<file path="config.mk">
export PLATFORM = sky130hd
export DESIGN_NAME = tconv_seq
export DESIGN_NICKNAME = d
export VERILOG_FILES = /design/src/rtl/tconv_pkg.sv /design/src/rtl/tconv_cfg.sv /design/src/rtl/tconv_ctrl.sv /design/src/rtl/tconv_fmt.sv /design/src/rtl/tconv_store.sv /design/src/rtl/tconv_seq.sv
export SDC_FILE = /design/constraint.sdc
export NUM_CORES = 1
export LEC_CHECK = 0
export ABC_CLOCK_PERIOD_IN_PS = 2700
export BUFFER_PORTS_ARGS = -buffer_cell sky130_fd_sc_hd__buf_2
export CORE_MARGIN = 5
export CORE_UTILIZATION = 54
export CTS_CLUSTER_SIZE = 14
export DETAILED_ROUTE_END_ITERATION = 10
export PLACE_DENSITY = 0.79
export SLEW_MARGIN = 5
export SYNTH_ARGS = -nofsm -noshare
export SYNTH_HDL_FRONTEND = slang
export SYNTH_HIERARCHICAL = 1
export SYNTH_SLANG_ARGS = --single-unit
export TNS_END_PERCENT = 5
</file>
<file path="constraint.sdc">
create_clock -name clk -period 2.7 [get_ports clk]
set_input_delay 0.54 -clock clk [delete_from_list [all_inputs] [get_ports clk]]
set_output_delay 0.54 -clock clk [all_outputs]
set_load 0.02 [all_outputs]
</file>
<file path="src/rtl/tconv_pkg.sv">
package tconv_pkg;

   // sequencer state: waiting for a start condition, or timing a conversion
   typedef enum logic {
      ST_IDLE = 1'b0,
      ST_CONV = 1'b1
   } tconv_state_e;

   // working configuration fields
   typedef struct packed {
      logic       shdn;
      logic       oneshot;
      logic [1:0] res;
   } tconv_cfg_t;

endpackage

</file>
<file path="src/rtl/tconv_cfg.sv">
module tconv_cfg #(
   parameter int RES_W = 2
) (
   input  logic             clk,
   input  logic             rst_n,
   input  logic             nv_shdn,
   input  logic [RES_W-1:0] nv_res,
   input  logic             wr_en,
   input  logic             wr_shdn,
   input  logic             wr_oneshot,
   input  logic [RES_W-1:0] wr_res,
   input  logic             clr_oneshot,
   output logic             shdn,
   output logic             oneshot,
   output logic [RES_W-1:0] res
);

   logic             shdn_q;
   logic             oneshot_q;
   logic [RES_W-1:0] res_q;

   // a one-shot request is only meaningful together with shutdown
   logic oneshot_wr_val;
   assign oneshot_wr_val = wr_oneshot & wr_shdn;

   always_ff @(posedge clk) begin
      if (!rst_n) begin
         shdn_q    <= nv_shdn;
         res_q     <= nv_res;
         oneshot_q <= 1'b0;
      end else if (wr_en) begin
         shdn_q    <= wr_shdn;
         res_q     <= wr_res;
         oneshot_q <= oneshot_wr_val;
      end else if (clr_oneshot) begin
         oneshot_q <= 1'b0;
      end
   end

   assign shdn    = shdn_q;
   assign oneshot = oneshot_q;
   assign res     = res_q;


   oneshot_needs_shdn_chk: assert property (@(posedge clk) disable iff (!rst_n)
      !shdn_q |-> !oneshot_q);

endmodule

</file>
<file path="src/rtl/tconv_ctrl.sv">
module tconv_ctrl
   import tconv_pkg::*;
#(
   parameter int RES_W    = 2,
   parameter int BASE_CYC = 8,
   parameter int CNT_W    = 7
) (
   input  logic             clk,
   input  logic             rst_n,
   input  logic             cfg_shdn,
   input  logic             cfg_oneshot,
   input  logic [RES_W-1:0] cfg_res,
   output logic             conv_start,
   output logic [RES_W-1:0] conv_res,
   output logic             conv_busy,
   output logic             cap
);

   tconv_state_e     st_q;
   logic [CNT_W-1:0] cnt_q;
   logic             first_q;
   logic             start_q;
   logic [RES_W-1:0] res_q;

   // start condition: power-up conversion, continuous mode, or one-shot request
   logic go;
   assign go = (st_q == ST_IDLE) && (first_q || !cfg_shdn || cfg_oneshot);

   // window length: base count doubled per extra bit of resolution
   logic [CNT_W-1:0] load_v;
   assign load_v = (CNT_W'(BASE_CYC) << cfg_res) - CNT_W'(1);

   assign cap = (st_q == ST_CONV) && (cnt_q == '0);

   always_ff @(posedge clk) begin
      if (!rst_n) begin
         st_q    <= ST_IDLE;
         cnt_q   <= '0;
         first_q <= 1'b1;
         start_q <= 1'b0;
         res_q   <= '0;
      end else begin
         start_q <= 1'b0;
         unique case (st_q)
            ST_IDLE: begin
               if (go) begin
                  st_q    <= ST_CONV;
                  cnt_q   <= load_v;
                  res_q   <= cfg_res;
                  first_q <= 1'b0;
                  start_q <= 1'b1;
               end
            end
            ST_CONV: begin
               if (cnt_q == '0) begin
                  st_q <= ST_IDLE;
               end else begin
                  cnt_q <= cnt_q - CNT_W'(1);
               end
            end
            default: st_q <= ST_IDLE;
         endcase
      end
   end

   assign conv_start = start_q;
   assign conv_res   = res_q;
   assign conv_busy  = (st_q == ST_CONV);


   no_early_end_chk: assert property (@(posedge clk) disable iff (!rst_n)
      (st_q == ST_CONV && cnt_q != '0) |=> (st_q == ST_CONV));


   shdn_no_start_chk: assert property (@(posedge clk) disable iff (!rst_n)
      (st_q == ST_IDLE && cfg_shdn && !cfg_oneshot && !first_q) |=> !conv_start);


   start_pulse_chk: assert property (@(posedge clk) disable iff (!rst_n)
      conv_start |=> !conv_start);


   res_hold_chk: assert property (@(posedge clk) disable iff (!rst_n)
      (st_q == ST_CONV) |=> $stable(conv_res));

endmodule

</file>
<file path="src/rtl/tconv_fmt.sv">
module tconv_fmt #(
   parameter int DATA_W   = 12,
   parameter int REG_W    = 16,
   parameter int RES_W    = 2,
   parameter int MIN_BITS = 9
) (
   input  logic [RES_W-1:0]  res,
   input  logic [DATA_W-1:0] raw,
   output logic [REG_W-1:0]  val
);

   localparam int PAD = REG_W - DATA_W;

   // number of significant bits kept from the top of the word
   logic [7:0] keep_n;
   assign keep_n = 8'(MIN_BITS) + 8'(res);

   for (genvar i = 0; i < REG_W; i++) begin : g_bit
      if (i < PAD) begin : g_pad
         assign val[i] = 1'b0;
      end else begin : g_dat
         assign val[i] = raw[i-PAD] & (keep_n >= 8'(REG_W - i));
      end
   end

endmodule

</file>
<file path="src/rtl/tconv_store.sv">
module tconv_store #(
   parameter int REG_W = 16
) (
   input  logic             clk,
   input  logic             rst_n,
   input  logic             cap,
   input  logic [REG_W-1:0] new_val,
   input  logic             rd_busy,
   output logic [REG_W-1:0] temp_reg,
   output logic             rpt_vld,
   output logic [REG_W-1:0] rpt_temp
);

   logic [REG_W-1:0] temp_q;
   logic [REG_W-1:0] hold_q;
   logic             hold_vld_q;
   logic             rpt_vld_q;
   logic [REG_W-1:0] rpt_temp_q;

   always_ff @(posedge clk) begin
      if (!rst_n) begin
         temp_q     <= '0;
         hold_q     <= '0;
         hold_vld_q <= 1'b0;
         rpt_vld_q  <= 1'b0;
         rpt_temp_q <= '0;
      end else begin
         rpt_vld_q <= cap;
         if (cap) begin
            rpt_temp_q <= new_val;
            if (rd_busy) begin
               hold_q     <= new_val;
               hold_vld_q <= 1'b1;
            end else begin
               temp_q     <= new_val;
               hold_vld_q <= 1'b0;
            end
         end else if (hold_vld_q && !rd_busy) begin
            temp_q     <= hold_q;
            hold_vld_q <= 1'b0;
         end
      end
   end

   assign temp_reg = temp_q;
   assign rpt_vld  = rpt_vld_q;
   assign rpt_temp = rpt_temp_q;


   busy_freeze_chk: assert property (@(posedge clk) disable iff (!rst_n)
      rd_busy |=> $stable(temp_q));


   deferred_commit_chk: assert property (@(posedge clk) disable iff (!rst_n)
      (hold_vld_q && !rd_busy && !cap) |=> (temp_q == $past(hold_q)));


   newest_held_chk: assert property (@(posedge clk) disable iff (!rst_n)
      (cap && rd_busy) |=> (hold_vld_q && hold_q == rpt_temp_q));

endmodule

</file>
<file path="src/rtl/tconv_seq.sv">
module tconv_seq
   import tconv_pkg::*;
#(
   parameter int DATA_W   = 12,
   parameter int REG_W    = 16,
   parameter int RES_W    = 2,
   parameter int MIN_BITS = 9,
   parameter int BASE_CYC = 8
) (
   input  logic              clk,
   input  logic              rst_n,
   input  logic              nv_shdn,
   input  logic [RES_W-1:0]  nv_res,
   input  logic              cfg_wr_en,
   input  logic              cfg_wr_shdn,
   input  logic              cfg_wr_oneshot,
   input  logic [RES_W-1:0]  cfg_wr_res,
   output logic              cfg_shdn,
   output logic              cfg_oneshot,
   output logic [RES_W-1:0]  cfg_res,
   output logic              conv_start,
   output logic [RES_W-1:0]  conv_res,
   input  logic [DATA_W-1:0] conv_data,
   output logic              conv_busy,
   input  logic              rd_busy,
   output logic [REG_W-1:0]  temp_reg,
   output logic              rpt_vld,
   output logic [REG_W-1:0]  rpt_temp
);

   localparam int MAX_RES = (1 << RES_W) - 1;
   localparam int MAX_CYC = BASE_CYC << MAX_RES;
   localparam int CNT_W   = $clog2(MAX_CYC + 1);

   // elaboration-time parameter checks
   if (DATA_W > REG_W) begin : g_bad_width
      $error("tconv_seq: DATA_W must not exceed REG_W");
   end
   if (MIN_BITS + MAX_RES != DATA_W) begin : g_bad_res
      $error("tconv_seq: top resolution code must select all DATA_W bits");
   end
   if (BASE_CYC < 1) begin : g_bad_base
      $error("tconv_seq: BASE_CYC must be at least 1");
   end

   logic             cap;
   logic             clr_oneshot;
   logic [REG_W-1:0] fmt_val;
   tconv_cfg_t       cfg_view;

   assign clr_oneshot = cap;

   tconv_cfg #(
      .RES_W(RES_W)
   ) u_cfg (
      .clk        (clk),
      .rst_n      (rst_n),
      .nv_shdn    (nv_shdn),
      .nv_res     (nv_res),
      .wr_en      (cfg_wr_en),
      .wr_shdn    (cfg_wr_shdn),
      .wr_oneshot (cfg_wr_oneshot),
      .wr_res     (cfg_wr_res),
      .clr_oneshot(clr_oneshot),
      .shdn       (cfg_shdn),
      .oneshot    (cfg_oneshot),
      .res        (cfg_res)
   );

   tconv_ctrl #(
      .RES_W   (RES_W),
      .BASE_CYC(BASE_CYC),
      .CNT_W   (CNT_W)
   ) u_ctrl (
      .clk        (clk),
      .rst_n      (rst_n),
      .cfg_shdn   (cfg_shdn),
      .cfg_oneshot(cfg_oneshot),
      .cfg_res    (cfg_res),
      .conv_start (conv_start),
      .conv_res   (conv_res),
      .conv_busy  (conv_busy),
      .cap        (cap)
   );

   tconv_fmt #(
      .DATA_W  (DATA_W),
      .REG_W   (REG_W),
      .RES_W   (RES_W),
      .MIN_BITS(MIN_BITS)
   ) u_fmt (
      .res(conv_res),
      .raw(conv_data),
      .val(fmt_val)
   );

   tconv_store #(
      .REG_W(REG_W)
   ) u_store (
      .clk     (clk),
      .rst_n   (rst_n),
      .cap     (cap),
      .new_val (fmt_val),
      .rd_busy (rd_busy),
      .temp_reg(temp_reg),
      .rpt_vld (rpt_vld),
      .rpt_temp(rpt_temp)
   );

   if (RES_W == 2) begin : g_cfg_view
      assign cfg_view = '{shdn: cfg_shdn, oneshot: cfg_oneshot, res: cfg_res};


      oneshot_clear_chk: assert property (@(posedge clk) disable iff (!rst_n)
         (cap && !cfg_wr_en) |=> !cfg_view.oneshot);
   end else begin : g_no_view
      assign cfg_view = '0;
   end

endmodule

</file>
# Yosys cells after proc, flatten, opt, wreduce, memory -nomap -nowiden
# Index checks and enable logic that the tools add are counted.
word_totals:
  reg_bits: 58
  input_bits: 23
  output_inout_bits: 41
  wordCells: 81
classes:
  add_sub_neg: 3
  magnitude_cmp: 12
  n_eq_ne: 4
  shifts: 1
  n_mux: 18
  bitwise: 15
  n_reduce_logical: 15
ops:
  columns: ["operator", "count"]
  rows:
  - ["$mux W16", 3]
  - ["$ge A8 B4 Y1 const B", 5]
  - ["$ge A8 B3 Y1 const B", 4]
  - ["$ge A8 B2 Y1 const B", 2]
  - ["$mux W7", 2]
  - ["$pmux W7 S2", 1]
  - ["$and A1 B1 Y1", 13]
  - ["$mux W1", 9]
  - ["$ge A8 B1 Y1 const B", 1]
  - ["$reduce_and A2 Y1", 4]
  - ["$logic_not A7 Y1", 1]
  - ["$shl A4 B2 Y7 const A", 1]
  - ["$sub A7 B1 Y7 const B", 1]
  - ["$sub A7 B2 Y7 const B", 1]
  - ["$add A4 B2 Y5 const A", 1]
  - ["$mux W2", 2]
  - ["$ne A2 B1 Y1 const B", 2]
  - ["$ne A2 B2 Y1 const B", 2]
  - ["$reduce_bool A2 Y1", 2]
  - ["$logic_and A1 B1 Y1", 3]
  - ["$logic_not A1 Y1", 2]
  - ["$logic_or A1 B1 Y1", 2]
  - ["$not A1 Y1", 2]
  - ["$pmux W1 S2", 1]
  - ["$reduce_or A2 Y1", 1]

# Depth between registers and ports, before layout
depth:
  depth_word: 6
  mapped_depth: 11
  depth_no_buf: 8

# Hierarchy
# The synthesis kept the hierarchy.
modules_own_cells:
  columns: ["module", "instances", "cells_each", "area_each_um2", "seq_area_each_um2"]
  rows:
  - ["tconv_store", 1, 201, 2019.4, 1001.0]
  - ["tconv_ctrl", 1, 70, 570.5, 240.2]
  - ["tconv_cfg", 1, 11, 172.7, 110.1]
  - ["tconv_fmt", 1, 17, 118.9, 0.0]

# Least setup slack after synthesis
# OpenSTA, ideal clock, no wires.
synth_path:
  path_type: "register -> register"
  from: "register u_ctrl.st_q (netlist: u_ctrl/conv_busy)"
  to: "register u_store.temp_q[0] (netlist: u_store/temp_reg[0])"
  setup_time_ns: 0.067
  arrival_time_ns: 1.989
  required_time_ns: 2.633
  setup_slack_ns: 0.644
  stages_incl_launch_ff: 9
  n_path_buf: 3
  period_less_slack_ns: 2.056
  cell_sequence: "dfxtp_1 > clkbuf_1 > inv_1 > nor2_1 > buf_4 > nor2_2 > or3b_4 > buf_6 > o21ai_2"
synth_via:
  elab_chain_cells: 3
  elab_cells_between_ends: 5
  cone_classes: "eq/ne (1); mux (1); reduce/logical (3)"
synth_lines:
  columns: ["element", "line_no", "rtl"]
  rows:
  - ["start: declaration", "tconv_ctrl.sv:19", "tconv_state_e st_q;"]
  - ["start signal: assignment", "tconv_ctrl.sv:37", "st_q <= ST_IDLE;"]
  - ["start signal: assignment", "tconv_ctrl.sv:47", "st_q <= ST_CONV;"]
  - ["start signal: assignment", "tconv_ctrl.sv:56", "st_q <= ST_IDLE;"]
  - ["$logic_and A1 B1 Y1 *", "tconv_ctrl.sv:33", "assign cap = (st_q == ST_CONV) && (cnt_q == '0);"]
  - ["named net cap", "tconv_seq.sv:46", "logic cap;"]
  - ["$ne A2 B2 Y1 (no line) / $reduce_bool A2 Y1 (equally long branches)", null, null]
  - ["$reduce_and A2 Y1 (no line)", null, null]
  - ["end signal: assignment", "tconv_store.sv:35", "temp_q <= new_val;"]
  - ["end signal: assignment", "tconv_store.sv:39", "temp_q <= hold_q;"]
  - ["end: declaration", "tconv_store.sv:14", "logic [REG_W-1:0] temp_q;"]
# Mark *: on every way through the listed nets, which the timed path passes. The rest lies on a longest branch.
# A chain may end at the register's enable or synchronous reset.

# Worst setup path in the final report
layout_path:
  from: "register u_ctrl.cnt_q[0]"
  to: "register u_store.hold_q[13]"
layout_via:
  elab_chain_cells: 3
layout_lines:
  columns: ["element", "line_no", "rtl"]
  rows:
  - ["start: declaration", "tconv_ctrl.sv:20", "logic [CNT_W-1:0] cnt_q;"]
  - ["start signal: assignment", "tconv_ctrl.sv:48", "cnt_q <= load_v;"]
  - ["start signal: assignment", "tconv_ctrl.sv:58", "cnt_q <= cnt_q - CNT_W'(1);"]
  - ["$logic_not A7 Y1", "tconv_ctrl.sv:33", null]
  - ["$logic_and A1 B1 Y1", "tconv_ctrl.sv:33", null]
  - ["named net cap", "tconv_seq.sv:46", null]
  - ["$reduce_and A2 Y1 (no line)", null, null]
  - ["end signal: assignment", "tconv_store.sv:32", "hold_q <= new_val;"]
  - ["end: declaration", "tconv_store.sv:15", "logic [REG_W-1:0] hold_q;"]
# The timed path passes the listed nets, and every way through them passes these cells.

==> results.cfg <==
[status]
run_status = finished, final reports clean

[clock_tree]
clkSlewWorstSetupHoldPaths_ps = 70
cts.root.buffer_cell = clkbuf_8
h_tree_depth = 3
insertion_delay_ps = 330
postCtsResizedCells = 0
postCtsSetupBuffers = 0
cts_tree = yes
numCtsBuffers = 9
clock-sinks = 66
postCtsHoldBufs = 0
clockBufferDepth = 2

[grt]
antenna_found_initial = 0
grtUsageTotal_pct = 17.3
via_count_of_the_first_global_routing_pass = 2087
gr-total-overflow = 0
grt_start_max_net_pins = 49
grt_first_pass_wirelength_um = 9830

[yosys]
synth_flop_cell = dfxtp_1
synthXorXnorAreaFrac_pct = 0
synthesis.instances = 299
synth-seq-cells = 66
synthesis.area_per_instance_um2 = 9.64
simple_logic_cell_fraction_of_the_synthesized_area_pct = 15.7
dominant_combinational_cell_family_by_area_after_synthesis = compound AO/OA/AOI/OAI gates
synthesis.area_um2 = 2880
synth-compound-area-share_pct = 17.3
synthMuxAreaShare_pct = 12.3
seq_area_frac_synth_pct = 46.9
synth_fa_ha_area_share_pct = 0.868
synth_cell_types = 45
synth-warning-count = 6
postSynth.asyncResetShare_pct = 0
number_of_synthesized_flops_with_an_enable_pin = 3

[worst_hold_path]
holdCritPathClass = in2reg

[power]
p_leak_nw = 1.27
power_density_nw_per_um2 = 633
peakVddDrop_mv = 0.351
finalPower_w = 0.00210

[worst_setup_path]
critical_path_class = reg2reg
crit_chain = inv_1 > ha_1 > nor2b_1 > nand2_1 > nor2_4 > and2_1 > nand2_1 > a21boi_0
worstPathBufferInverterCount = 1
crit_path_max_incr_delay_ps = 580
cpMostUsedCell = nand2_1
slowest_stage = and2_1
critPathLaunchType = register
timing.critical_path.to_type = register
critical_path_required_ps = 2960
cp_data_arrival_time_ps = 2490
timing.critical_path.max_delay_family = simple AND/OR/NAND/NOR gates
largest_fanout_on_the_critical_path = 16

[timing]
report.final.setup_viol = 0
tightestPinTransition_ps = 610
clock_period_minus_final_worst_setup_slack_ps = 2220
fin_worst_skew_ps = 7.63
clock.fmax_mhz = 449
grt_setup_unrepaired = no
setup-tns-final_ps = 0
slew_headroom_pct = 59.2
timing.final.max_slew_violations = 0
final.period_utilization_pct = 82.4
hold_violations = 0

[die]
die_h_um = 83.1
floorplan.io_pins = 64
x_dimension_of_the_die_um = 83.1
rows = 26
fp.coreArea_um2 = 5140
effective_utilization_at_floorplan_pct = 56.1
full_die_area_um2 = 6900

[placement]
detailed_place.area_um2 = 3150
dp_cells = 408
detailed_place_hpwl_um = 3950
weighted_congestion_reported_at_the_end_of_routability_driven_placement = 0.823
port_buffers = 63

[route]
wl_met2_um = 2770
drt-met1-wl_um = 2690
post_route_drc = 0
routed.top_layer = met4
detail_route.wirelength_um = 5930
via_count = 2239
route.met3.wl_um = 398
routed_wire_per_std_cell_um = 14.0
detailedRoute.firstIterationViolations = 102
route.detailed.vias_per_inst = 5.28
drt_first_pass_iters = 4
ant_nets = 0

[finish]
fin_nets = 374
final_util_pct = 64.7
multi_input_combinational_cell_area_um2 = 1350
final_layout_size_suffix_gt1_share_pct = 28.2
fin_cells = 424
num-fill-cells = 445
final_cell_area_um2 = 3330
syn2layout_area_growth_pct = 15.5
diodes = 0
final-seq-area_um2 = 1350
final_cell_mix = buf_2 (63), dfxtp_1 (63), nand2_1 (46)

[job]
drv_cap = 0
[worst reg2reg max path, stage by stage, from the launching register on]
cell and delay (ps):
dfxtp_1 330, inv_1 80, ha_1 150, nor2b_1 210
nand2_1 180, nor2_4 330, and2_1 580, nand2_1 130
a21boi_0 160
[stage by stage]
step,setup slack (ps),hold slack [ps]
global placement,577,442
global route,243,408
CTS,443,409
finish,475,426
detailed placement,492,452
floorplan,644,434
[cell families (layout without fill, tap and decap cells)]
family | count (synthesis) | in the layout
compound gates | 70 | 70
fa+ha+maj | 2 | 2
buf+inv | 35 | 87
flops | 66 | 66
mux | 35 | 35
other cells | 1 | 4
simple gates | 90 | 90
[power breakdown]
group	internal, W	leakage [nW]	switching [W]
Sequential	0.00103	0.542	0.0000472
Clock	0.000363	0.0838	0.000362
Combinational	0.000121	0.649	0.000183
[metal layers]
metal / track usage (%) / vias up
met5: 0 / -
met4: 5.35 / 0
met3: 7.43 / 7
met2: 27.0 / 68
met1: 21.6 / 1036
li1: - / 1128
[final cells by class]
type                            count  area share (%)
Tap cell                           70            2.63
Sequential cell                    66            40.6
Timing Repair Buffer               67            10.4
Inverter                            4           0.451
Multi-Input combinational cell    201            40.7
Clock inverter                      3           0.752
Clock buffer                       13            4.48
[cells in the mapped netlist (all sizes together), types with 2 or more instances]
library cell / number / area [um2]
ha: 2 / 25.0
a311oi: 2 / 17.5
nor3: 2 / 10.0
or3: 2 / 12.5
nand3: 3 / 15.0
nor2b: 17 / 106
a21boi: 16 / 120
o21ai: 21 / 143
a31oi: 3 / 18.8
mux2i: 32 / 320
nor4: 2 / 27.5
dfxtp: 63 / 1260
edfxtp: 3 / 90.1
inv: 3 / 11.3
buf: 19 / 134
clkbuf: 12 / 46.3
a21oi: 7 / 35.0
nand2: 46 / 173
o211ai: 16 / 120
and2: 3 / 20.0
nor2: 7 / 28.8
mux2: 3 / 33.8
[path summary, 6_finish.rpt]
check	startpoint	endpoint	slack [ps]	cells after the start
worst max register to register	u_ctrl/cnt_q[0]	u_store/hold_q[13]	480	8
worst min register to register	u_store/hold_q[8]	u_store/hold_q[8]	460	2
worst max-delay path	u_ctrl/cnt_q[0]	u_store/hold_q[13]	480	8
worst min-delay path	cfg_wr_en	u_cfg/oneshot	430	2
No activity file was read; power rests on OpenSTA's default activity.
